<file path="config.mk">
export PLATFORM = sky130hd
export DESIGN_NAME = fpk_packer
export DESIGN_NICKNAME = d
export VERILOG_FILES = /design/src/rtl/fpk_pkg.sv /design/src/rtl/fpk_round.sv /design/src/rtl/fpk_classify.sv /design/src/rtl/fpk_assemble.sv /design/src/rtl/fpk_packer.sv
export SDC_FILE = /design/constraint.sdc
export NUM_CORES = 1
export LEC_CHECK = 0
export BUFFER_PORTS_ARGS = -buffer_cell sky130_fd_sc_hd__clkbuf_2
export CAP_MARGIN = 20
export CORE_MARGIN = 2
export CORE_UTILIZATION = 35
export CTS_CLUSTER_SIZE = 20
export DETAILED_ROUTE_END_ITERATION = 16
export GPL_TIMING_DRIVEN = 0
export PLACE_DENSITY = 0.78
export SLEW_MARGIN = 20
export SYNTH_ARGS = -nofsm -noshare
export SYNTH_HDL_FRONTEND = slang
export SYNTH_SLANG_ARGS = --single-unit
</file>
<file path="constraint.sdc">
create_clock -name clk_i -period 4.4 [get_ports clk_i]
set_input_delay 0 -clock clk_i [delete_from_list [all_inputs] [get_ports clk_i]]
set_output_delay 0 -clock clk_i [all_outputs]
set_load 0.05 [all_outputs]
</file>
<file path="src/rtl/fpk_pkg.sv">
package fpk_pkg;
  localparam int MANT_W  = 32;
  localparam int FRAC_W  = 23;
  localparam int BEXP_W  = 8;
  localparam int WORD_W  = 1 + BEXP_W + FRAC_W;
  localparam int FIELD_W = WORD_W - 1;
  localparam int GUARD   = MANT_W - 1 - FRAC_W;  // index of the half-ulp bit + 1

  typedef enum logic [2:0] {
    CL_NAN   = 3'd0,
    CL_INF   = 3'd1,
    CL_UFLOW = 3'd2,
    CL_ZERO  = 3'd3,
    CL_NORM  = 3'd4
  } cls_e;

  // half-ulp bit set and something beyond a pure tie (odd lsb, lower bits, sticky)
  function automatic logic round_up(input logic [MANT_W-1:0] m, input logic c);
    return m[GUARD-1] & (m[GUARD] | (|m[GUARD-2:0]) | c);
  endfunction

  // exponent and fraction joined so the increment may ripple into the exponent
  function automatic logic [FIELD_W-1:0] join_field(input logic [BEXP_W-1:0] bexp,
                                                    input logic [FRAC_W-1:0] frac,
                                                    input logic              up);
    return {bexp, frac} + FIELD_W'(up);
  endfunction
endpackage

</file>
<file path="src/rtl/fpk_round.sv">
module fpk_round
  import fpk_pkg::*;
(
  input  logic [MANT_W-1:0] mant_i,
  input  logic              carry_i,
  output logic              up_o
);
  always_comb up_o = round_up(mant_i, carry_i);
endmodule

</file>
<file path="src/rtl/fpk_classify.sv">
module fpk_classify
  import fpk_pkg::*;
#(
  parameter int EXP_IN_W = 32
) (
  input  logic        [MANT_W-1:0]   mant_i,
  input  logic signed [EXP_IN_W-1:0] exp_i,
  output cls_e                       cls_o
);
  localparam int NAN_CODE = (1 << BEXP_W) - 1;
  localparam int INF_MIN  = (1 << (BEXP_W - 1)) - 1;
  localparam int UF_MAX   = -(1 << (BEXP_W - 1));
  localparam logic signed [EXP_IN_W-1:0] NAN_CODE_S = NAN_CODE;
  localparam logic signed [EXP_IN_W-1:0] INF_MIN_S  = INF_MIN;
  localparam logic signed [EXP_IN_W-1:0] UF_MAX_S   = UF_MAX;

  logic lead;
  always_comb begin
    lead = mant_i[MANT_W-1];
    if (!lead && (exp_i == NAN_CODE_S))      cls_o = CL_NAN;
    else if (lead && (exp_i >= INF_MIN_S))   cls_o = CL_INF;
    else if (lead && (exp_i <= UF_MAX_S))    cls_o = CL_UFLOW;
    else if (mant_i == '0)                   cls_o = CL_ZERO;
    else                                     cls_o = CL_NORM;
  end
endmodule

</file>
<file path="src/rtl/fpk_assemble.sv">
module fpk_assemble
  import fpk_pkg::*;
#(
  parameter int EXP_IN_W = 32
) (
  input  cls_e                  cls_i,
  input  logic [MANT_W-1:0]     mant_i,
  input  logic [EXP_IN_W-1:0]   exp_i,
  input  logic                  up_i,
  input  logic                  sign_i,
  output logic [WORD_W-1:0]     word_o
);
  localparam logic [BEXP_W-1:0] BIAS_ADJ = BEXP_W'(1 << (BEXP_W - 1));
  localparam logic [BEXP_W-1:0] ALL_ONES = '1;

  logic [FRAC_W-1:0] frac;
  logic [BEXP_W-1:0] bexp;

  always_comb begin
    frac   = mant_i[MANT_W-2 -: FRAC_W];
    bexp   = mant_i[MANT_W-1] ? (exp_i[BEXP_W-1:0] + BIAS_ADJ) : '0;
    word_o = '0;
    word_o[WORD_W-1] = sign_i;
    unique case (cls_i)
      CL_NAN:  word_o[FIELD_W-1:0] = {ALL_ONES, frac};
      CL_INF:  word_o[FIELD_W-1:0] = {ALL_ONES, {FRAC_W{1'b0}}};
      CL_NORM: word_o[FIELD_W-1:0] = join_field(bexp, frac, up_i);
      default: word_o[FIELD_W-1:0] = '0;
    endcase
  end
endmodule

</file>
<file path="src/rtl/fpk_packer.sv">
module fpk_packer
  import fpk_pkg::*;
#(
  parameter int EXP_IN_W = 32,
  parameter bit REG_OUT  = 1'b1
) (
  input  logic                       clk_i,
  input  logic                       rst_ni,
  input  logic [MANT_W-1:0]          mant_i,
  input  logic signed [EXP_IN_W-1:0] exp_i,
  input  logic                       carry_i,
  input  logic [WORD_W-1:0]          sign_i,
  output logic [WORD_W-1:0]          res_o
);
  cls_e              cls;
  logic              rnd_up;
  logic [WORD_W-1:0] res_c;

  fpk_round u_round (
    .mant_i (mant_i),
    .carry_i(carry_i),
    .up_o   (rnd_up)
  );

  fpk_classify #(.EXP_IN_W(EXP_IN_W)) u_cls (
    .mant_i(mant_i),
    .exp_i (exp_i),
    .cls_o (cls)
  );

  fpk_assemble #(.EXP_IN_W(EXP_IN_W)) u_asm (
    .cls_i (cls),
    .mant_i(mant_i),
    .exp_i (exp_i),
    .up_i  (rnd_up),
    .sign_i(sign_i[WORD_W-1]),
    .word_o(res_c)
  );

  generate
    if (REG_OUT) begin : g_reg
      logic [WORD_W-1:0] res_q;
      always_ff @(posedge clk_i) begin
        if (!rst_ni) res_q <= '0;
        else         res_q <= res_c;
      end
      assign res_o = res_q;
    end else begin : g_comb
      assign res_o = res_c;
    end
  endgenerate
endmodule

</file>
==> results of run 1 <==
cells by family (layout without fill, tap and decap cells):
group                    after synthesis  count (layout)  synth area share [%]
multiplexers                           4               4                 1.849
adder cells (fa/ha/maj)                1               1                0.5776
AO/OA/AOI/OAI                         52              52                 20.10
flip-flops                            32              32                 29.58
buffers and inverters                 25             134                 6.296
AND/OR/NAND/NOR                      143             143                 39.57
XOR/XNOR                               5               5                 2.022
power groups by stage:
stage	sequential [mW]	combinational (mW)	clock, mW
after floorplan	0.378	0.0664	0
after global placement	0.317	0.206	0
after detailed placement	0.318	0.209	0
after CTS	0.311	0.215	0.202
after global routing	0.313	0.232	0.214
final	0.311	0.216	0.193
cells in the mapped netlist, drive strengths merged (2+ instances only):
library cell and instances:
and3 6, a32oi 2, nor2 11, clkbuf 5, nand2b 2, a21oi 6, nor3 8, a31oi 12
or2 4, inv 10, nor4 17, o41ai 2, mux2i 4, buf 9, o311ai 8, xnor2 3
o22ai 2, nand2 30, dfxtp 32, nor4b 2, nand4 29, and4 3, xor2 2, and2 6
nand3 21, o21ai 11
worst max path at each step:
stage | from | endpoint | slack, ns | depth (start not counted)
floorplan | exp_i[12] | res_o[21]$_SDFF_PN0_ | 2.79 | 8
global placement | mant_i[31] | res_o[8]$_SDFF_PN0_ | 2.46 | 9
detailed placement | mant_i[31] | res_o[8]$_SDFF_PN0_ | 2.36 | 9
CTS | mant_i[27] | res_o[21]$_SDFF_PN0_ | 2.30 | 9
global route | mant_i[18] | res_o[21]$_SDFF_PN0_ | 2.07 | 9
finish | mant_i[27] | res_o[21]$_SDFF_PN0_ | 2.25 | 9
placed cells by master, fill, tap and decap left out, types with 3 or more instances in the layout:
master,instances
nand3_1,21
o311ai_2,6
clkbuf_2,97
dfxtp_1,32
mux2i_1,4
nor3_1,7
nor2_1,11
a31oi_1,12
or2_2,4
and2_1,6
o21ai_0,9
inv_1,9
and3_1,6
buf_6,3
buf_2,4
clkbuf_1,5
nor4_2,5
nand4_1,27
and4_1,3
dlygate4sd3_1,7
nor4_1,11
nand2_1,28
a21oi_1,6
xnor2_1,3
clkbuf_8,5
layer usage:
metal	part of all wire, %	track usage [%]
met1	40	23.17
met2	50	35.56
met3	9.3	5.435
met4	1.3	6.885
met5	0	0
critical path, cell delays in order:
cell and delay [ns]:
dlygate4sd3_1 0.54, clkbuf_2 0.16, nor4_1 0.37, nand3_1 0.12, nor3_1 0.27, nor3_2 0.15
clkbuf_1 0.31, a32oi_2 0.29, o41ai_2 0.10
timing repair:
item	4_1_cts	5_1_grt
hold endpoints to repair	7	0
hold buffers	7	0
endpoints found under the setup margin	0	0
cell type report:
| type | instances | area, sq um | area share (%) |
|---|---|---|---|
| plain buffers | 14 | 95.09 | 3.297 |
| clock buffers | 5 | 68.82 | 2.386 |
| inverters | 11 | 41.29 | 1.432 |
| multi-input cells | 205 | 1389 | 48.16 |
| flip-flops and latches | 32 | 640.6 | 22.21 |
| well taps | 75 | 93.84 | 3.254 |
| repair buffers | 104 | 555.5 | 19.26 |
==> summary.md, run 1 <==
| Metric | Value |
|---|---|
| Total number of placement rows | `28` |
| Number of global-route vias before repair | `2374` |
| Cell area after synthesis | `2166 sq um` |
| Synth cell types | `54` |
| Req. time, crit path | `4.56 ns` |
| Post-synthesis async set-or-reset flop share | `0%` |
| Min cycle time layout | `roughly 2.1 ns` |
| Pre-CTS setup slack | `2.358 ns` |
| Final instance area | `about 2900 sq um` |
| Via count | `2511` |
| Crit start category | `primary input` |
| Comb pwr share | `30.0%` |
| Die Area | `~6800 sq um` |
| Largest net degree at the start of global routing | `11` |
| Top_reg_cell synth | `dfxtp_1` |
| Mapped Nets | `362` |
| Worst slew pin tran | `1.006 ns` |
| WL final | `6629 microns` |
| Die height | `82.67 microns` |
| Synth Instances | `262` |
| # placed instances | `between 400 and 500` |
| Fin. Hold Viols | `0` |
| Cell-internal power | `478.4 uW` |
| Final hold slack | `approximately 0.00022 ns` |
| Max IR drop VDD | `0.1242 mV` |
| Reg power frac | `43.2%` |
| Max_cap viols | `0` |
| RSZ-0062 raised after global routing | `false` |
| Post-cts sizing count | `0` |
| CP Class | `primary input to flop` |
| CTS tree | `yes` |
| Hold Crit Class | `primary input to flop` |
| Hold Path Depth | `2` |
| Post-layout util | `around half` |
| Bufs on Longest Clock Path | `2` |
| Sink Count | `32` |
| Antenna diodes | `0` |
| Fillers | `608` |
| Slew Viols, Final | `0` |
| Post-synth top area share | `29.58%` |
| Post-synth EDFFs | `0` |
| Peak Freq | `465.8 MHz` |
| Core ar. | `5956 sq um` |
| Worst-path maximum fanout | `10` |
| Final #Nets | `roughly 470` |
| Worst setup EP type | `flop` |
| Pre-antenna DRT Iters | `6` |
| Area Growth Syn to Fin | `33.16%` |
| Antenna violations before repair | `0` |
| Gr ovfl total | `0` |
| DR WL/cell | `14.86 microns` |
| HPWL Detailed | `approximately 5200 microns` |
| Worst hold path endpoint | `res_o[31]$_SDFF_PN0_` |
| Initial DRC Count | `between 150 and 200` |
| Total power | `a little over 700 uW` |
| #FFs+latches synth | `32` |
| Post-CTS setup buffers | `0` |
| Synth top area cells | `dfxtp_1 30%, nand4_1 7.8%, nand2_1 4.9%` |
| Net Sw Power | `241.8 uW` |
| First-pass GRT wire length | `10540 microns` |
| Setup TNS | `0 ns` |
| Worst setup margin | `2.253 ns` |
| Tot GR Track Use | `20.07%` |
| GP Congestion | `0.9108` |
| Die Span X | `just over 80 microns` |
| Hold Crit Start | `rst_ni` |
| Finish-stage setup viols | `0` |
| I/O Buffers | `97` |
| Non-filler instance count after layout | `446` |
| Vias per inst | `5.630` |
| Power share of the clock group | `a little over a quarter` |
| Outcome | `finished clean` |
| Initial core utilization | `a little over a third` |
| Root Driver | `clkbuf_8` |
| H-tree levels | `2` |
| I/O Pins | `131` |
| Synth warn | `0` |
| LEAKAGE | `1.221 nW` |
| CTS buffer count | `5` |
| Seq/Total Area, Yosys | `between 20% and 30%` |
| Synth area leader | `dfxtp_1` |
| Final Cycle Share | `about half` |
| Max-slew headroom | `32.39%` |
| DRC Markers | `0` |
| Worst EP arrival | `2.31 ns` |
| Routed Antenna Nets | `0` |
| Power Density | `around 250 nW/um^2` |
| Share of cells above drive strength 1 | `37.47%` |
| Clock slew at reported path FFs | `0.06 ns` |
| Max FFs per register | `32` |
| Mean Syn Cell Area | `8.267 sq um` |
| Sw Share | `between 30 and 40%` |
| Post-place instance area | `2745 sq um` |
(Power assumes the default switching activity.)
==> inputs of run 2 (changes only) <==
PLACE_DENSITY = 0.81   (was 0.78)
clock period = 1.75 ns   (was 4.4 ns; I/O delays follow)
==> run 2 against run 1 <==
  * Core utilization rose by 2.0 points
  * Non-clock buffer count rose by 4
  * Die area did not move
  * Final cell count rose by 1.3%
  * Flip-flop and latch count did not move
  * Largest power group unchanged
==> summary.md, run 2 (same netlist as run 1, synthesis figures left out) <==
| Metric | Value |
|---|---|
| Outcome | `finished clean` |
| Routed Antenna Nets | `0` |
| Via count | `2613` |
| LEAKAGE | `1.295 nW` |
| Total number of placement rows | `28` |
| Initial DRC Count | `222` |
| WL final | `6929 microns` |
| Post-place instance area | `2745 sq um` |
| GP Congestion | `roughly 0.95` |
| Crit start category | `primary input` |
| Share of cells above drive strength 1 | `39.26%` |
| Most frequent cells in the layout | `100 x clkbuf_2, 32 x dfxtp_1, 28 x nand2_1, 27 x nand4_1, 21 x nand3_1` |
| Worst setup EP type | `flop` |
| Max layer used | `met4` |
| Req. time, crit path | `1.92 ns` |
| H-tree levels | `2` |
| Core ar. | `just under 6000 sq um` |
| First-pass GRT wire length | `10940 microns` |
| Worst EP arrival | `about 1.8 ns` |
| Bufs on Longest Clock Path | `2` |
| Antenna diodes | `0` |
| CTS buffer count | `5` |
| Worst slew pin tran | `between 0.6 and 0.7 ns` |
| Met3 WL | `555 microns` |
| Max FFs per register | `32` |
| Finish-stage setup viols | `0` |
| Pre-antenna DRT Iters | `5` |
| Post-layout util | `about half` |
| Tot GR Track Use | `20.53%` |
| Die height | `82.67 microns` |
| Max IR drop VDD | `0.2883 mV` |
| Area Growth Syn to Fin | `38.71%` |
| Slew Viols, Final | `0` |
| Die Span X | `82.67 microns` |
| Min cycle time layout | `roughly 1.6 ns` |
| Hold Crit Class | `primary input to flop` |
| Sink Count | `32` |
| Max-slew headroom | `57.51%` |
| Clock slew at reported path FFs | `0.06 ns` |
| Final hold slack | `around 0.011 ns` |
| Worst setup margin | `0.1076 ns` |
| Pre-CTS setup slack | `-0.2853 ns` |
| Antenna violations before repair | `0` |
| Final instance area | `3004 sq um` |
| Number of global-route vias before repair | `2448` |
| DR WL/cell | `15.33 microns` |
| I/O Pins | `131` |
| Commonest non-fill, non-tap cell in the layout | `clkbuf_2` |
| Largest net degree at the start of global routing | `11` |
| Max_cap viols | `0` |
| Vias per inst | `between 5 and 6` |
| WL met1 | `between 2000 and 3000 microns` |
| Routed wl met2 | `roughly 3400 microns` |
| Peak Freq | `a little over 600 MHz` |
| Die Area | `6834 sq um` |
| I/O Buffers | `97` |
| Final Cycle Share | `a little over nine tenths` |
| CTS tree | `yes` |
| Final #Nets | `477` |
| Root Driver | `clkbuf_8` |
| Worst-path maximum fanout | `10` |
| Power Density | `646.9 nW/um^2` |
| Gr ovfl total | `0` |
| Initial core utilization | `36.37%` |
| DRC Markers | `0` |
| HPWL Detailed | `5181 microns` |
| Fin. Hold Viols | `0` |
| CP Class | `primary input to flop` |
## run 2: final timing paths
path,startpoint,endpoint,slack (ns),cells past startpoint
max,exp_i[19],res_o[13]$_SDFF_PN0_,0.11,8
min,mant_i[19],res_o[11]$_SDFF_PN0_,0.01,3
## run 2: power breakdown
| part | switching [mW] | internal (mW) |
|---|---|---|
| sequential | 0.0109 | 0.772 |
| clock | 0.254 | 0.349 |
| combinational | 0.373 | 0.184 |
| total | 0.638 | 1.31 |
## run 2: critical path: stages
cell      delay [ns]
clkbuf_2        0.11
nor4_2          0.31
nand4_2         0.29
o41a_1          0.42
nand2_2         0.11
nand2_2         0.09
buf_6           0.18
o31ai_1         0.30
## run 2: final cells by class
class	instances	area [sq um]
buffer	13	97.59
clock buffer	7	96.34
fill	586	2952
inverter	11	41.29
multi-input combinational	205	1431
sequential	32	640.6
tap	75	93.84
timing repair buffer	109	603.1
## run 2: layer usage
layer,global-route usage (%),vias to the layer above
met5,0,-
met4,7.869,0
met3,3.370,21
met2,36.45,136
met1,24.61,1209
li1,-,1247
## run 2: repair_timing
item | 4_1_cts | 5_1_grt
endpoints found under the setup margin | 0 | 24
hold buffers | 11 | 0
hold endpoints to repair | 9 | 0
resized for setup | 0 | 13
buffers inserted | 0 | 1
## run 2: per-stage QoR
| step | power [mW] | setup TNS (ns) | std cells |
|---|---|---|---|
| floorplan | 1.118 | 0 | 262 |
| global placement | 1.314 | -3.099 | 434 |
| detailed placement | 1.324 | -5.264 | 434 |
| CTS | 1.952 | 0 | 452 |
| global route | 2.038 | -0.04682 | 452 |
| finish | 1.943 | 0 | 452 |
==> inputs of run 3 (changes only) <==
REMOVE_ABC_BUFFERS = 1   (was unset)
==> run 3 against run 2 <==
  * Via count down 2.2%
  * Sequential power about the same
  * Non-clock buffer count down 8
  * First-iteration DRC count up 9.5%
  * Fmax down 0.87%
  * Clock-buffer cell count down 1
  * Sequential share of layout area down 0.062 points
==> summary.md, run 3 (same netlist as run 1, synthesis figures left out) <==
| Metric | Value |
|---|---|
| Min cycle time layout | `between 1.5 and 2 ns` |
| Pre-antenna DRT Iters | `4` |
| Crit start category | `primary input` |
| Commonest non-fill, non-tap cell in the layout | `clkbuf_2` |
| Max incr delay on CP | `0.52 ns` |
| Critical path's top delay family | `simple AND/OR/NAND/NOR gates` |
| Share of cells above drive strength 1 | `40.16%` |
| Number of global-route vias before repair | `2373` |
| Total power | `between 1.5 and 2 mW` |
| Max FFs per register | `32` |
| Slew Viols, Final | `0` |
| Outcome | `finished clean` |
| Antenna violations before repair | `0` |
| WP buf/inv | `2` |
| Gr ovfl total | `0` |
| Max-slew headroom | `53.47%` |
| Routed Antenna Nets | `0` |
| Hold Crit Class | `primary input to flop` |
| LEAKAGE | `1.290 nW` |
| Peak Freq | `603.6 MHz` |
| Worst setup margin | `0.09319 ns` |
| Sink Count | `32` |
| HPWL Detailed | `4831 microns` |
| # placed instances | `424` |
| Finish-stage setup viols | `0` |
| Antenna diodes | `0` |
| I/O Pins | `131` |
| Power Density | `641.5 nW/um^2` |
| Slowest-stage cell, CP | `nor4_4` |
| Final hold slack | `0.002314 ns` |
| WL final | `6586 microns` |
| Final Cycle Share | `approximately 95%` |
| H-tree levels | `2` |
| Worst EP arrival | `1.83 ns` |
| Post-place instance area | `2705 sq um` |
| DRC Markers | `0` |
| RSZ-0062 raised after global routing | `false` |
| Max_cap viols | `0` |
| Initial DRC Count | `between 200 and 250` |
| Most frequent cells in the layout | `99 x clkbuf_2, 32 x dfxtp_1, 27 x nand4_1, 27 x nand2_1, 21 x nand3_1` |
| Final instance area | `3013 sq um` |
| Worst-path cell chain | `clkbuf_2, nor4_2, nand4_2, nor4_4, buf_2, and2_1, a41oi_2, o31ai_1` |
| CP Class | `primary input to flop` |
| Via count | `2556` |
| I/O Buffers | `slightly below 100` |
| First-pass GRT wire length | `10610 microns` |
| Max IR drop VDD | `0.5540 mV` |
| DR WL/cell | `14.77 microns` |
| Clock slew at reported path FFs | `about 0.070 ns` |
| Root Driver | `clkbuf_8` |
| GP Congestion | `approximately 0.87` |
| Total number of placement rows | `28` |
| CTS tree | `yes` |
| Die height | `82.67 microns` |
| Core ar. | `~6000 sq um` |
| Vias per inst | `5.731` |
| Hold Path Depth | `2` |
| Largest net degree at the start of global routing | `24` |
| Non-filler instance count after layout | `~450` |
| Worst-path maximum fanout | `8` |
| Worst hold path endpoint | `res_o[31]$_SDFF_PN0_` |
| Area Growth Syn to Fin | `39.11%` |
| Req. time, crit path | `1.92 ns` |
| Bufs on Longest Clock Path | `2` |
| CTS buffer count | `5` |
| Worst setup EP type | `flop` |
| Pre-CTS setup slack | `-0.8225 ns` |
| Final #Nets | `470` |
| Die Area | `6834 sq um` |
| Hold Crit Start | `rst_ni` |
| Die Span X | `82.67 microns` |
| Post-layout util | `50.59%` |
| Setup TNS | `0 ns` |
| Worst slew pin tran | `around 0.69 ns` |
| Tot GR Track Use | `19.94%` |
| Fin. Hold Viols | `0` |
| Initial core utilization | `36.37%` |
run 3: area by class of cell:
cell class                 instances  area (sq um)
clock buffer                       6         82.58
clock inverter                     2         10.01
fill                             589          2943
inverter                          11         41.29
multi-input combinational        206          1499
sequential                        32         640.6
tap                               75         93.84
timing repair buffer             114         645.6
run 3: how the worst max path moves through the flow:
stage / from / endpoint / slack (ns) / cells past startpoint
4_1_cts: exp_i[26] / res_o[17]$_SDFF_PN0_ / 0.01 / 7
6_report: exp_i[19] / res_o[13]$_SDFF_PN0_ / 0.09 / 8
3_5_place_dp: exp_i[19] / res_o[17]$_SDFF_PN0_ / -0.82 / 7
5_1_grt: mant_i[8] / res_o[30]$_SDFF_PN0_ / 0.02 / 9
2_1_floorplan: exp_i[8] / res_o[12]$_SDFF_PN0_ / -0.60 / 6
3_3_place_gp: exp_i[7] / res_o[7]$_SDFF_PN0_ / -1.59 / 7
run 3: what timing repair did:
item,CTS,global route
setup endpoints to repair,23,20
pin swaps,3,1
gates cloned,1,0
endpoints found under the hold margin,7,0
hold buffers,8,0
resized for setup,6,7
buffers inserted,4,1
run 3: report_power, final:
part / internal, mW / leakage (nW) / total [mW] / switching, mW
Combinational: 0.184 / 0.974 / 0.559 / 0.375
Sequential: 0.771 / 0.264 / 0.783 / 0.0114
Clock: 0.314 / 0.0510 / 0.591 / 0.277
Total: 1.27 / 1.29 / 1.93 / 0.663
run 3: routing by layer:
layer	global-route usage (%)	vias to the layer above	share of wire [%]
met4	6.066	0	1.7
li1	-	1244	-
met2	35.65	108	50
met3	3.696	13	6.5
met1	24.09	1191	42
met5	0	-	0
